`src/rtl/ctb_pkg.sv`:
```
package ctb_pkg;
  typedef enum logic [2:0] {
    ST_IDLE = 3'd0,
    ST_XHI  = 3'd1,
    ST_XLO  = 3'd2,
    ST_MEAS = 3'd3,
    ST_DONE = 3'd4
  } ctb_state_t;
endpackage

```
`src/rtl/ctb_sync.sv`:
```
module ctb_sync #(
  parameter int STAGES = 2
) (
  input  logic clk,
  input  logic rst,
  input  logic d_i,
  output logic q_o
);
  logic [STAGES-1:0] chain_q;

  generate
    for (genvar s = 0; s < STAGES; s++) begin : g_stage
      if (s == 0) begin : g_first
        always_ff @(posedge clk) begin
          if (rst) chain_q[0] <= 1'b0;
          else     chain_q[0] <= d_i;
        end
      end else begin : g_rest
        always_ff @(posedge clk) begin
          if (rst) chain_q[s] <= 1'b0;
          else     chain_q[s] <= chain_q[s-1];
        end
      end
    end
  endgenerate

  assign q_o = chain_q[STAGES-1];
endmodule

```
`src/rtl/ctb_phase_timer.sv`:
```
module ctb_phase_timer #(
  parameter int W = 3
) (
  input  logic         clk,
  input  logic         rst,
  input  logic         load_i,
  input  logic [W-1:0] load_val_i,
  output logic         zero_o
);
  logic [W-1:0] left_q;

  always_ff @(posedge clk) begin
    if (rst)             left_q <= '0;
    else if (load_i)     left_q <= load_val_i;
    else if (left_q != 0) left_q <= left_q - W'(1);
  end

  assign zero_o = (left_q == '0);
endmodule

```
`src/rtl/ctb_ramp_count.sv`:
```
module ctb_ramp_count #(
  parameter int CNT_W     = 12,
  parameter int MAX_COUNT = 4000
) (
  input  logic             clk,
  input  logic             rst,
  input  logic             clr_i,
  input  logic             inc_i,
  output logic [CNT_W-1:0] cnt_o,
  output logic             at_max_o
);
  localparam logic [CNT_W-1:0] CEIL = CNT_W'(MAX_COUNT);
  logic [CNT_W-1:0] cnt_q;

  always_ff @(posedge clk) begin
    if (rst)                        cnt_q <= '0;
    else if (clr_i)                 cnt_q <= '0;
    else if (inc_i && cnt_q != CEIL) cnt_q <= cnt_q + CNT_W'(1);
  end

  assign cnt_o    = cnt_q;
  assign at_max_o = (cnt_q == CEIL);
endmodule

```
`src/rtl/ctburst_timer.sv`:
```
module ctburst_timer
  import ctb_pkg::*;
#(
  parameter int BL_W      = 8,
  parameter int HI_CYC    = 4,
  parameter int LO_CYC    = 4,
  parameter int CNT_W     = 12,
  parameter int MAX_COUNT = 4000,
  parameter int SYNC_STG  = 2
) (
  input  logic             clk,
  input  logic             rst,
  input  logic             start_i,
  input  logic [BL_W-1:0]  burst_len_i,
  input  logic             zc_i,
  output logic             xdrv_o,
  output logic             yclamp_o,
  output logic             ramp_en_o,
  output logic [CNT_W-1:0] count_o,
  output logic             timeout_o,
  output logic             done_o
);
  localparam int PH_MAX = (HI_CYC > LO_CYC) ? HI_CYC : LO_CYC;
  localparam int PH_W   = $clog2(PH_MAX + 1);
  localparam logic [PH_W-1:0] HI_LOAD = PH_W'(HI_CYC - 1);
  localparam logic [PH_W-1:0] LO_LOAD = PH_W'(LO_CYC - 1);

  ctb_state_t       state_q, state_d;
  logic [BL_W-1:0]  pulses_q, pulses_d;
  logic             ph_load;
  logic [PH_W-1:0]  ph_val;
  logic             ph_zero;
  logic             zc_s;
  logic             m_clr, m_inc, m_max;
  logic [CNT_W-1:0] m_cnt;
  logic             cap_en, cap_to;

  ctb_sync #(.STAGES(SYNC_STG)) u_sync (
    .clk(clk), .rst(rst), .d_i(zc_i), .q_o(zc_s)
  );

  ctb_phase_timer #(.W(PH_W)) u_phase (
    .clk(clk), .rst(rst), .load_i(ph_load), .load_val_i(ph_val), .zero_o(ph_zero)
  );

  ctb_ramp_count #(.CNT_W(CNT_W), .MAX_COUNT(MAX_COUNT)) u_meas (
    .clk(clk), .rst(rst), .clr_i(m_clr), .inc_i(m_inc),
    .cnt_o(m_cnt), .at_max_o(m_max)
  );

  always_comb begin
    state_d  = state_q;
    pulses_d = pulses_q;
    ph_load  = 1'b0;
    ph_val   = HI_LOAD;
    m_clr    = 1'b0;
    m_inc    = 1'b0;
    cap_en   = 1'b0;
    cap_to   = 1'b0;
    unique case (state_q)
      ST_IDLE: begin
        if (start_i) begin
          if (burst_len_i == '0) begin
            state_d = ST_MEAS;
            m_clr   = 1'b1;
          end else begin
            state_d  = ST_XHI;
            pulses_d = burst_len_i;
            ph_load  = 1'b1;
            ph_val   = HI_LOAD;
          end
        end
      end
      ST_XHI: begin
        if (ph_zero) begin
          state_d = ST_XLO;
          ph_load = 1'b1;
          ph_val  = LO_LOAD;
        end
      end
      ST_XLO: begin
        if (ph_zero) begin
          if (pulses_q == BL_W'(1)) begin
            state_d = ST_MEAS;
            m_clr   = 1'b1;
          end else begin
            state_d  = ST_XHI;
            pulses_d = pulses_q - BL_W'(1);
            ph_load  = 1'b1;
            ph_val   = HI_LOAD;
          end
        end
      end
      ST_MEAS: begin
        if (zc_s) begin
          state_d = ST_DONE;
          cap_en  = 1'b1;
        end else if (m_max) begin
          state_d = ST_DONE;
          cap_en  = 1'b1;
          cap_to  = 1'b1;
        end else begin
          m_inc = 1'b1;
        end
      end
      ST_DONE: state_d = ST_IDLE;
      default: state_d = ST_IDLE;
    endcase
  end

  always_ff @(posedge clk) begin
    if (rst) begin
      state_q   <= ST_IDLE;
      pulses_q  <= '0;
      xdrv_o    <= 1'b0;
      yclamp_o  <= 1'b0;
      ramp_en_o <= 1'b0;
      done_o    <= 1'b0;
      count_o   <= '0;
      timeout_o <= 1'b0;
    end else begin
      state_q   <= state_d;
      pulses_q  <= pulses_d;
      xdrv_o    <= (state_d == ST_XHI);
      yclamp_o  <= (state_d == ST_XLO) || (state_d == ST_MEAS);
      ramp_en_o <= (state_d == ST_MEAS);
      done_o    <= (state_d == ST_DONE);
      if (cap_en) begin
        count_o   <= m_cnt;
        timeout_o <= cap_to;
      end
    end
  end
endmodule

```
`config.mk`:
```
export PLATFORM = sky130hd
export DESIGN_NAME = ctburst_timer
export DESIGN_NICKNAME = d
export VERILOG_FILES = /design/src/rtl/ctb_pkg.sv /design/src/rtl/ctb_sync.sv /design/src/rtl/ctb_phase_timer.sv /design/src/rtl/ctb_ramp_count.sv /design/src/rtl/ctburst_timer.sv
export SDC_FILE = /design/constraint.sdc
export NUM_CORES = 1
export LEC_CHECK = 0
export BUFFER_PORTS_ARGS = -buffer_cell sky130_fd_sc_hd__buf_4
export CAP_MARGIN = 0
export CORE_MARGIN = 2
export CORE_UTILIZATION = 39
export DETAILED_ROUTE_END_ITERATION = 16
export PLACE_DENSITY_LB_ADDON = 0.12
export SYNTH_ARGS = -nofsm -noshare
export SYNTH_HDL_FRONTEND = slang
export SYNTH_SLANG_ARGS = --single-unit
```
`constraint.sdc`:
```
create_clock -name clk -period 3.07 [get_ports clk]
set_input_delay 0.614 -clock clk [delete_from_list [all_inputs] [get_ports clk]]
set_output_delay 0.614 -clock clk [all_outputs]
set_load 0.005 [all_outputs]
```
==> results.txt <==
For this run, the register share of the synthesized area comes to 39.1%. The reg-to-reg setup timing slack came out at 850 ps. The worst setup path endpoint is count_o[3]$_SDFFE_PP0P_. The TritonCTS sink count came out at 45. Dividing total power by cell area gives a power density of 527 nW/um^2. The filler cell count in the final layout is 583. The count of buffers added by post-CTS timing repair for setup came out at 0. The violation count after the first detailed-routing iteration is 113. In this run switching power makes up 30.2% of total power. The critical path starts at u_meas.cnt_o[0]$_SDFFE_PP0P_. The number of failing hold endpoints at the final stage is 0. The number of distinct library cells after synthesis came out at 48. The relative slew slack is 50.6%. The required time at the worst-slack endpoint came out at 3290 ps.

Global routing used 16.1% of the available tracks across all layers. The share of cells above drive strength 1 came out at 17.0%. Counting both buffers and inverters, the worst setup path holds a total of 1.

The placed wire-length estimate came out at 3290 um. In this run the tool buffered the top-level ports with 28 buffer cells. The multiplexer share of the synthesized area came out at 6.09%. Summing the areas of all compound-gate instances in the mapped netlist gives 14.4% of the synthesized area. The number of hold-repair buffers added at the cts stage came out at 0. The mean instance size in the synthesized netlist came out at 9.17 um^2. The largest total area in the synthesized netlist belongs to dfxtp_1.

The area fraction in and, or, nand and nor cells after synthesis came out at 28.2%. The origin of the critical flop-to-flop path is u_meas.cnt_o[0]$_SDFFE_PP0P_. The detail route stage leaves a number of antenna-violating nets equal to 0. The portion of total power attributed to combinational logic is 24.4%.

After floorplanning, the core was divided into 27 placement rows. The Yosys warning count is 0. The effective utilization at floorplan is 41.1%. On the critical path, the stage with the largest delay is an instance of o21a_1.

The time the final worst path needs with I/O delays and setup is 2220 ps. The endpoint identified for the worst register-to-register timing path is count_o[3]$_SDFFE_PP0P_. The number of vias per cell after detailed routing came out at 5.24. The total internal power came out at 0.959 mW. The via count of the first global-routing pass came out at 1723. The clock group share of total power came out at 26.8%. The number of pins with negative max-slew slack in the final report came out at 0. The number of antenna violations at the first check in global routing was 0.

The number of instances in the synthesized netlist is 251. In this run the number of cells on the critical path is 6. The top cell type's share of synthesized area is 39.1%.

The transition at the pin with the smallest max-transition slack is 741 ps. The first global-routing pass estimated 8250 um of wire. The flow ran to the end, and the final reports show no timing, DRC or antenna violations. After synthesis, the largest family of logic cells by area is simple AND/OR/NAND/NOR gates.

After the last flow step, the layout net total stands at 294. The synthesized design contains 0 enable-type register cells. The number of gates given a new drive strength after cts is 0. The cell type group with the largest total delay on the critical path is simple AND/OR/NAND/NOR gates. The peak supply drop came out at 0.261 mV.

The congestion estimate from routability-driven global placement came to 0.761. The core region is 5610 um^2. The synthesis-to-layout area growth came out at 13.2%. The number of buffers between clock root and the deepest sink is 2.

The number of inserted diodes is 0. The cell count after placement is 341. The post-detailed-route DRC marker count is 0. The number of buffers added by the clock tree synthesis step came out at 5. The aggregate global routing overflow is 0. The clock reaches the later pin of the worst-skew pair after 300 ps.

The height of the chip came out at 80.8 um. The critical path goes through inv_1, ha_1, or4bb_1, nor3_1, o21a_1, mux2i_1. Synthesis inferred 45 register bits. The share of the clock period used by the worst path after layout is 72.4%. The number of max-cap violations came out at 0. The final-report setup violation count came out at 0. STA puts the critical path data arrival time at 2440 ps.

The number of ports placed on the die boundary is 29. The sequential power share came out at 48.7%. In the synthesized netlist the dominant register cell turns out to be dfxtp_1. The post-layout worst setup margin came out at 847 ps. After detailed routing, the total wire length is 4760 um.

The post-synthesis async set-or-reset flop share is 0%. In this run the static leakage power is 0.922 nW. The worst setup path is of the reg2reg kind. The element type at the critical path start is a flop. Timing would allow up to 450 MHz. The number of standard cells in the layout, taps in and fillers out is 348. For this block, the via count after detailed routing is 1824. Clock-pin slew was measured on the worst setup and hold paths at 80 ps. The maximum net fanout on the critical path is 14. TritonCTS built the clock tree. The width of the die came out at 80.8 um. The total nets after synthesis is 269.

Setup repair after global routing left no endpoint under its margin. The CTS H-tree depth came out at 2. The maximum number of pins on one net before global-route repair came out at 54. The detail-routed net length per standard cell is 13.7 um.

The master cell of the clock root buffer is clkbuf_8. The post-synthesis cell area came out at 2300 um^2. For the final database, setup skew stands at 11.1 ps. The xor/xnor share of the synthesized area is 3.42%. The first-pass detailed-route iteration total is 4. The die outline area is 6530 um^2. In the post-synthesis netlist, the biggest area contributors are dfxtp_1 39%, nand2b_1 8.2%, mux2i_1 6.1%.

The tightest min-delay check is of the reg2reg type. In this design, the stage delay of the slowest critical-path cell is 630 ps. The total negative slack came out at 0 ps. Measured in cells, the most critical reg-to-reg path has a length of 6. The critical path endpoint category is a flop. The post-place setup slack is 793 ps. The analysis attributes to net switching a power of 0.414 mW. The synthesized netlist devotes 3.26% of its cell area to adder and majority cells.
[cell type report]
class,count,area [um^2],share of cell area [%]
Clock buffer,7,86.3,3.31
Inverter,8,30.0,1.15
Multi-Input combinational cell,186,1270,48.9
Sequential cell,45,901,34.6
Tap cell,72,90.1,3.46
Timing Repair Buffer,30,225,8.64
[cell usage in the layout, fill, tap and decap left out, types with 6 or more instances in the layout]
cell type,n
nand3_1,7
nand2b_1,30
mux2i_1,14
nor4_1,6
nor2_1,16
inv_1,8
ha_1,6
nand2_1,8
buf_4,30
dfxtp_1,45
clkbuf_8,6
nor3_1,7
xnor2_1,7
a21oi_1,23
nand4_1,7
[metal layers]
| layer | global-route usage (%) | wire length, um | up-vias |
|---|---|---|---|
| li1 | - | - | 953 |
| met1 | 22.8 | 2530 | 837 |
| met2 | 23.8 | 2010 | 30 |
| met3 | 4.22 | 163 | 4 |
| met4 | 5.25 | 50 | 0 |
| met5 | 0 | 0 | - |
[sequential cells by signal (all words and copies together), names as in the netlist]
name            cells
yclamp_o            1
pulses_q            8
count_o            12
u_sync.chain_q      1
ramp_en_o           1
done_o              1
u_sync.q_o          1
u_meas.cnt_o       12
state_q             3
u_phase.left_q      3
timeout_o           1
xdrv_o              1
[power groups by stage]
stage               combinational [mW]  sequential, mW  clock [mW]
floorplan                        0.265           0.673           0
global placement                 0.335           0.683           0
detailed placement               0.335           0.682           0
CTS                              0.336           0.669       0.386
global route                     0.376           0.677       0.414
finish                           0.336           0.669       0.368
[through the flow]
| step | area [um^2] | total power, mW | util [%] | hold WS, ps |
|---|---|---|---|---|
| after floorplan | 2300 | 0.938 | - | 414 |
| after global placement | 2520 | 1.02 | 44.9 | 460 |
| after detailed placement | 2520 | 1.02 | 44.9 | 456 |
| after CTS | 2610 | 1.39 | 46.5 | 467 |
| after global routing | 2610 | 1.47 | 46.5 | 469 |
| final | 2610 | 1.37 | 46.5 | 460 |
[how the worst min path moves through the flow]
stage,from,end,cells after the start
finish,u_sync.chain_q[0]$_SDFF_PP0_,u_sync.q_o$_SDFF_PP0_,1
global placement,u_sync.chain_q[0]$_SDFF_PP0_,u_sync.q_o$_SDFF_PP0_,1
detailed placement,u_sync.chain_q[0]$_SDFF_PP0_,u_sync.q_o$_SDFF_PP0_,1
global route,u_sync.chain_q[0]$_SDFF_PP0_,u_sync.q_o$_SDFF_PP0_,1
CTS,u_sync.chain_q[0]$_SDFF_PP0_,u_sync.q_o$_SDFF_PP0_,1
floorplan,u_sync.chain_q[0]$_SDFF_PP0_,u_sync.q_o$_SDFF_PP0_,1
[cells in the mapped netlist, drive strengths merged, types with 2 or more instances]
master and number:
inv 8, nor3b 5, and3 3, nand2b 30
a31oi 3, or4 2, nand3 7, nand2 8
a21oi 23, xor2 2, and2 2, buf 7
a21boi 2, nand4 7, or4bb 2, nor2b 5
a211o 2, ha 6, mux2i 14, xnor2 7
or3b 3, clkbuf 5, a221o 2, nor4 6
dfxtp 45, nand3b 2, nor2 16, o31ai 5
nor3 7, o32ai 5
[cells by family (layout without fill, tap and decap cells)]
logic type / Yosys count / count (layout)
simple gates: 109 / 109
compound gates: 48 / 48
flops: 45 / 45
buf+inv: 20 / 45
mux: 14 / 14
xor+xnor: 9 / 9
fa+ha+maj: 6 / 6
Power figures use the tool's default switching activity.
